### src/rtl/mgmt_indirect_bridge.sv
module mgmt_indirect_bridge #(
  parameter int AW = 5,
  parameter int RW = 5,
  parameter int CMD_REG = 0,
  parameter int DATA_REG = 1
) (
  input  logic          clk,
  input  logic          rst_n,
  input  logic [AW-1:0] strap_addr,
  input  logic [AW-1:0] mb_addr,
  input  logic [RW-1:0] mb_reg,
  input  logic [15:0]   mb_wdata,
  input  logic          mb_wr,
  input  logic          mb_rd,
  output logic [15:0]   mb_rdata,
  output logic          mb_done,
  output logic          dv_req,
  output logic          dv_we,
  output logic [4:0]    dv_dev,
  output logic [4:0]    dv_reg,
  output logic [15:0]   dv_wdata,
  input  logic          dv_ack,
  input  logic [15:0]   dv_rdata
);
  localparam logic [1:0] OP_RD = 2'b10;
  localparam logic [1:0] OP_WR = 2'b01;

  logic        busy, dir_pend;
  logic [14:0] cmd_q;
  logic [15:0] data_q;

  wire direct   = (strap_addr == '0);
  wire strobe   = mb_wr | mb_rd;
  wire hit      = strobe & ~direct & (mb_addr == strap_addr);
  wire take_dir = strobe & direct & ~dir_pend;
  wire ack_take = dv_req & dv_ack;
  wire [1:0] op = mb_wdata[11:10];
  wire cmd_ok   = mb_wdata[15] & mb_wdata[12] & ((op == OP_RD) | (op == OP_WR));
  wire cmd_wr   = hit & mb_wr & (mb_reg == RW'(CMD_REG)) & ~busy;
  wire data_wr  = hit & mb_wr & (mb_reg == RW'(DATA_REG)) & ~busy;

  always_ff @(posedge clk) begin
    if (!rst_n) begin
      busy <= 1'b0; dir_pend <= 1'b0; cmd_q <= '0; data_q <= '0;
      mb_rdata <= '0; mb_done <= 1'b0;
      dv_req <= 1'b0; dv_we <= 1'b0; dv_dev <= '0; dv_reg <= '0; dv_wdata <= '0;
    end else begin
      mb_done <= 1'b0;
      if (ack_take) begin
        dv_req <= 1'b0;
        if (dir_pend) begin
          dir_pend <= 1'b0;
          mb_done  <= 1'b1;
          if (!dv_we) mb_rdata <= dv_rdata;
        end else begin
          busy <= 1'b0;
          if (!dv_we) data_q <= dv_rdata;
        end
      end
      if (take_dir) begin
        dir_pend <= 1'b1;
        dv_req   <= 1'b1;
        dv_we    <= mb_wr;
        dv_dev   <= 5'(mb_addr);
        dv_reg   <= 5'(mb_reg);
        dv_wdata <= mb_wdata;
      end
      if (hit) begin
        mb_done <= 1'b1;
        if (!mb_wr) begin
          if (mb_reg == RW'(CMD_REG))       mb_rdata <= {busy, cmd_q};
          else if (mb_reg == RW'(DATA_REG)) mb_rdata <= data_q;
          else                              mb_rdata <= '0;
        end
      end
      if (data_wr) data_q <= mb_wdata;
      if (cmd_wr) begin
        cmd_q <= mb_wdata[14:0];
        if (cmd_ok) begin
          busy     <= 1'b1;
          dv_req   <= 1'b1;
          dv_we    <= (op == OP_WR);
          dv_dev   <= mb_wdata[9:5];
          dv_reg   <= mb_wdata[4:0];
          dv_wdata <= data_q;
        end
      end
    end
  end

  a_r11_req_hold: assert property (@(posedge clk) disable iff (!rst_n)
    dv_req && !dv_ack |=> dv_req && $stable(dv_dev) && $stable(dv_reg)
                          && $stable(dv_we) && $stable(dv_wdata));

  a_r4_req_from_strobe: assert property (@(posedge clk) disable iff (!rst_n)
    $rose(dv_req) |-> $past(mb_wr || mb_rd));

  a_r4_dev_from_cmd: assert property (@(posedge clk) disable iff (!rst_n)
    $rose(dv_req) && busy |-> dv_dev == $past(mb_wdata[9:5]) && dv_reg == $past(mb_wdata[4:0]));

  a_r10_dev_from_bus: assert property (@(posedge clk) disable iff (!rst_n)
    $rose(dv_req) && dir_pend |-> dv_dev == 5'($past(mb_addr)) && dv_reg == 5'($past(mb_reg)));

  a_r7_busy_until_ack: assert property (@(posedge clk) disable iff (!rst_n)
    $fell(busy) |-> $past(dv_req && dv_ack));

  a_r12_done_cause: assert property (@(posedge clk) disable iff (!rst_n)
    mb_done |-> $past(mb_wr || mb_rd || (dv_req && dv_ack)));
endmodule

### config.mk
export PLATFORM = sky130hd
export DESIGN_NAME = mgmt_indirect_bridge
export DESIGN_NICKNAME = d
export VERILOG_FILES = /design/src/rtl/mgmt_indirect_bridge.sv
export SDC_FILE = /design/constraint.sdc
export NUM_CORES = 1
export LEC_CHECK = 0
export ABC_AREA = 0
export BUFFER_PORTS_ARGS = -buffer_cell sky130_fd_sc_hd__buf_4
export CAP_MARGIN = 10
export CORE_MARGIN = 3
export CORE_UTILIZATION = 30
export CTS_BUF_LIST = sky130_fd_sc_hd__clkbuf_8
export CTS_CLUSTER_SIZE = 24
export DETAILED_ROUTE_END_ITERATION = 16
export PLACE_DENSITY = 0.46
export RECOVER_POWER = 100
export SLEW_MARGIN = 5
export SYNTH_ARGS = -nofsm -noshare
export SYNTH_HDL_FRONTEND = slang
export SYNTH_SLANG_ARGS = --single-unit
### constraint.sdc
create_clock -name clk -period 5.7 [get_ports clk]
set_input_delay 1.14 -clock clk [delete_from_list [all_inputs] [get_ports clk]]
set_output_delay 1.14 -clock clk [all_outputs]
set_load 0.05 [all_outputs]
==> results.rst <==
.. list-table::
   :header-rows: 1

   * - Metric
     - Value
   * - Critical path launch point type
     - input port
   * - Class of the most critical setup path
     - input port to flop
   * - Async SR Flop Fraction
     - 0
   * - TritonCTS Sinks
     - 78
   * - Level count of the clock H-tree
     - 3
   * - Register clock-pin slew on the reported worst setup and hold paths
     - 80 ps
   * - Detailed-router iteration count before antenna repair
     - 4
   * - Vias in the first global route
     - 3664
   * - # fillers
     - 1493
   * - Worst setup path startpoint
     - strap_addr[3]
   * - Number of pins with negative max-slew slack in the final report
     - 0
   * - Combinational family with the most area after synthesis
     - simple AND/OR/NAND/NOR gates
   * - Floorplan die height
     - 127 um
   * - Initial cell density of the core
     - 0.311
   * - Post-route ant nets
     - 0
   * - Cells traversed along the worst timing path
     - clkbuf_1 -> or4_1 -> o211ai_1 -> nor3_1 -> clkbuf_1 -> mux2i_1
   * - 1st-iter DRT viols
     - 221
   * - Routability congestion estimate
     - 0.846
   * - Leakage power figure
     - 0.00177 uW
   * - Std-Cell Rows
     - 43
   * - Share of synthesized cell area in full adder, half adder and majority cells
     - 0.00287
   * - Endpoint of the worst register-to-register path
     - data_q[15]
   * - Sequential share of the synthesized area
     - 0.358
   * - Number of nets in the synthesized netlist
     - 531
   * - Worst-case clock buffer depth
     - 2
   * - Setup repair after global routing missed its margin
     - no
   * - TritonCTS clock tree
     - built
   * - Areal power density over the cells
     - 214 nW/um^2
   * - Final layout net count
     - 599
   * - Worst clock skew
     - 12.5 ps
   * - Most used DFF post-synth
     - sky130_fd_sc_hd__dfxtp_1
   * - Post-CTS Hold Fix Bufs
     - 0
   * - Warnings, synthesis
     - 0
   * - Total inserted antenna cells
     - 0
   * - Placed wire-length estimate
     - 9.69 mm
   * - Stages on worst setup path
     - 6
   * - Count of pins on the block boundary
     - 97
   * - Wire length of the first global-routing pass
     - 21.7 mm
   * - Compound-cell area share of the yosys netlist
     - 0.144
   * - Overflow after GRT
     - 0
   * - Tmin final
     - 4370 ps
   * - Number of enable flip-flop cells after synthesis
     - 0
   * - Fraction of synthesized cell area in xor and xnor cells
     - 0.0100
   * - Largest registers ranked by flip-flop count
     - data_q: 16 flops, dv_wdata: 16 flops, mb_rdata: 16 flops
   * - Measured slew at the worst slew-check pin
     - 1240 ps
   * - Worst ir drop on vdd
     - 85.6 uV
   * - Final-report setup violation count
     - 0
   * - # port buffers
     - 96
   * - Top cell family by delay on the critical path
     - simple AND/OR/NAND/NOR gates
   * - Final total power
     - 1110 uW
   * - Number of different library cells in the post-synthesis netlist
     - 41
   * - Antenna violations before repair
     - 0
   * - Worst endpoint required time
     - 5980 ps
   * - R2r startpoint
     - busy
   * - Data arrival time of the worst path
     - 4640 ps
   * - Capturing element type of the critical path
     - flop
   * - Post-cts gate resize count
     - 0
   * - Timing-limited maximum frequency
     - 229 MHz
   * - Slew margin rel.
     - 0.171
   * - Number of cells on the worst reg-to-reg path
     - 4
   * - Worst skew pair latency
     - 370 ps
   * - Final critical-path share of the clock period
     - 0.766
   * - Crit path to
     - data_q[15]
   * - Pin count of the biggest net entering global routing
     - 97
   * - Relative area change from synthesis to final layout
     - 19.5%
   * - Cts bufs inserted
     - 9
   * - Hold Vio Cnt, Final
     - 0
   * - Register-to-register setup slack
     - 3240 ps
   * - Core Area
     - 14000 sq um
   * - Multiplexer share of the synthesized area
     - 0.211
   * - Slowest library cell on the worst path
     - sky130_fd_sc_hd__nor3_1
   * - Drt total wl
     - 13.9 mm
   * - Layout cells sized above 1
     - 0.171
   * - Number of max-capacitance violations reported
     - 0
   * - Final TNS setup
     - 0 ps
   * - Largest incremental delay on the critical path
     - 1060 ps
   * - Total buffers and inverters traversed by the critical path
     - 2
   * - Post-synthesis simple-gate area fraction
     - 0.223
   * - Die area
     - 16000 sq um
   * - Synthesized area per cell
     - 9.12 sq um
   * - Postcts setup bufs
     - 0
   * - Post-route DRC violation count
     - 0
   * - Routed wire per std cell
     - 19.0 um
   * - Gate count after technology mapping
     - 478
   * - Vias
     - 3840
   * - Critical path fanouts, max
     - 30
   * - Buffer cell driving the clock tree root
     - sky130_fd_sc_hd__clkbuf_8
   * - Number of vias per cell after detailed routing
     - 5.26
   * - Area of the mapped netlist
     - 4360 sq um
   * - Global routing usage summed across all routing layers
     - 0.172
   * - Horizontal extent of the die
     - 127 um
   * - Cell type with the highest occurrence count on the critical path
     - sky130_fd_sc_hd__clkbuf_1
   * - Hold crit path type
     - flop to flop
   * - Number of register bits inferred by synthesis
     - 78
   * - Outcome
     - finished, final reports clean
power by group:
group	leakage, uW	total [uW]	switching [uW]	internal (uW)
Combinational	0.00104	115	74.7	40.2
Sequential	0.000629	551	2.85	548
Clock	0.000108	447	206	240
how the worst min path moves through the flow:
stage               startpoint   endpoint  slack, ps  depth (start not counted)
floorplan             cmd_q[0]   cmd_q[0]        430                          2
global placement     cmd_q[14]  cmd_q[14]        440                          2
detailed placement    cmd_q[8]   cmd_q[8]        440                          2
CTS                   cmd_q[5]   cmd_q[5]        460                          2
global route          cmd_q[2]   cmd_q[2]        490                          2
finish                cmd_q[5]   cmd_q[5]        460                          2
layer usage:
layer | vias to the layer above | global-route usage | wire (um)
met3 | 14 | 0.0282 | 662
li1 | 1886 | - | -
met5 | - | 0 | 0
met1 | 1833 | 0.261 | 7080
met4 | 0 | 0.0543 | 206
met2 | 107 | 0.246 | 5950
cells by family (layout without fill, tap and decap cells):
family                     Yosys count  count (layout)
and+or+nand+nor                    161             161
muxes                               90              90
AOI/OAI and AO/OA                   93              93
xor gates and xnor gates             5               5
DFF                                 78              78
adders and majority gates            1               1
buffers and inverters               50             122
worst register-to-register path: cells and delay by family, from the launching register on:
family	cells	cell delay, ps
multiplexers	1	280
buffers and inverters	1	620
flip-flops	1	350
AND/OR/NAND/NOR	2	1130
Yosys cell counts (16+ instances only):
library cell | instances | area (sq um)
sky130_fd_sc_hd__mux2i_1 | 74 | 741
sky130_fd_sc_hd__o31a_1 | 26 | 228
sky130_fd_sc_hd__dfxtp_1 | 78 | 1560
sky130_fd_sc_hd__nand2_1 | 65 | 244
sky130_fd_sc_hd__o21ai_0 | 44 | 220
sky130_fd_sc_hd__o211ai_1 | 16 | 120
sky130_fd_sc_hd__mux2_2 | 16 | 180
sky130_fd_sc_hd__nor3b_1 | 16 | 120
sky130_fd_sc_hd__nand2b_1 | 16 | 100
sky130_fd_sc_hd__and4_1 | 25 | 219
sky130_fd_sc_hd__and3_1 | 17 | 106
sky130_fd_sc_hd__clkbuf_1 | 39 | 146
metrics by stage:
| stage | util | area [sq um] | setup slack, ps | hold slack, ps | instances |
|---|---|---|---|---|---|
| 2_1_floorplan | - | 4360 | 2560 | 430 | 478 |
| 3_3_place_gp | 0.370 | 5190 | 1830 | 436 | 715 |
| 3_5_place_dp | 0.370 | 5190 | 1780 | 443 | 715 |
| 4_1_cts | 0.384 | 5400 | 2160 | 459 | 730 |
| 5_1_grt | 0.371 | 5210 | 1070 | 485 | 730 |
| 6_report | 0.371 | 5210 | 1330 | 455 | 730 |
layout make-up:
cell class                 count  area [sq um]  share of cell area
clock inverter                 6          80.1              0.0154
tap                          180           225              0.0432
timing repair buffer         104           601               0.115
clock buffer                   9           124              0.0238
inverter                       3          11.3             0.00216
sequential                    78          1560               0.300
multi-input combinational    350          2610               0.500
cells in the final DEF (no fill, tap or decap), types with 3 or more instances in the layout:
cell type / n
sky130_fd_sc_hd__and3_1: 17
sky130_fd_sc_hd__and4_1: 25
sky130_fd_sc_hd__buf_4: 56
sky130_fd_sc_hd__clkbuf_1: 48
sky130_fd_sc_hd__clkbuf_8: 9
sky130_fd_sc_hd__dfxtp_1: 78
sky130_fd_sc_hd__inv_1: 5
sky130_fd_sc_hd__mux2_2: 16
sky130_fd_sc_hd__mux2i_1: 74
sky130_fd_sc_hd__nand2_1: 65
sky130_fd_sc_hd__nand2b_1: 16
sky130_fd_sc_hd__nor3b_1: 16
sky130_fd_sc_hd__o211ai_1: 17
sky130_fd_sc_hd__o21a_1: 3
sky130_fd_sc_hd__o21ai_0: 44
sky130_fd_sc_hd__o31a_1: 26
sky130_fd_sc_hd__xnor2_1: 5
(Power assumes the default switching activity.)
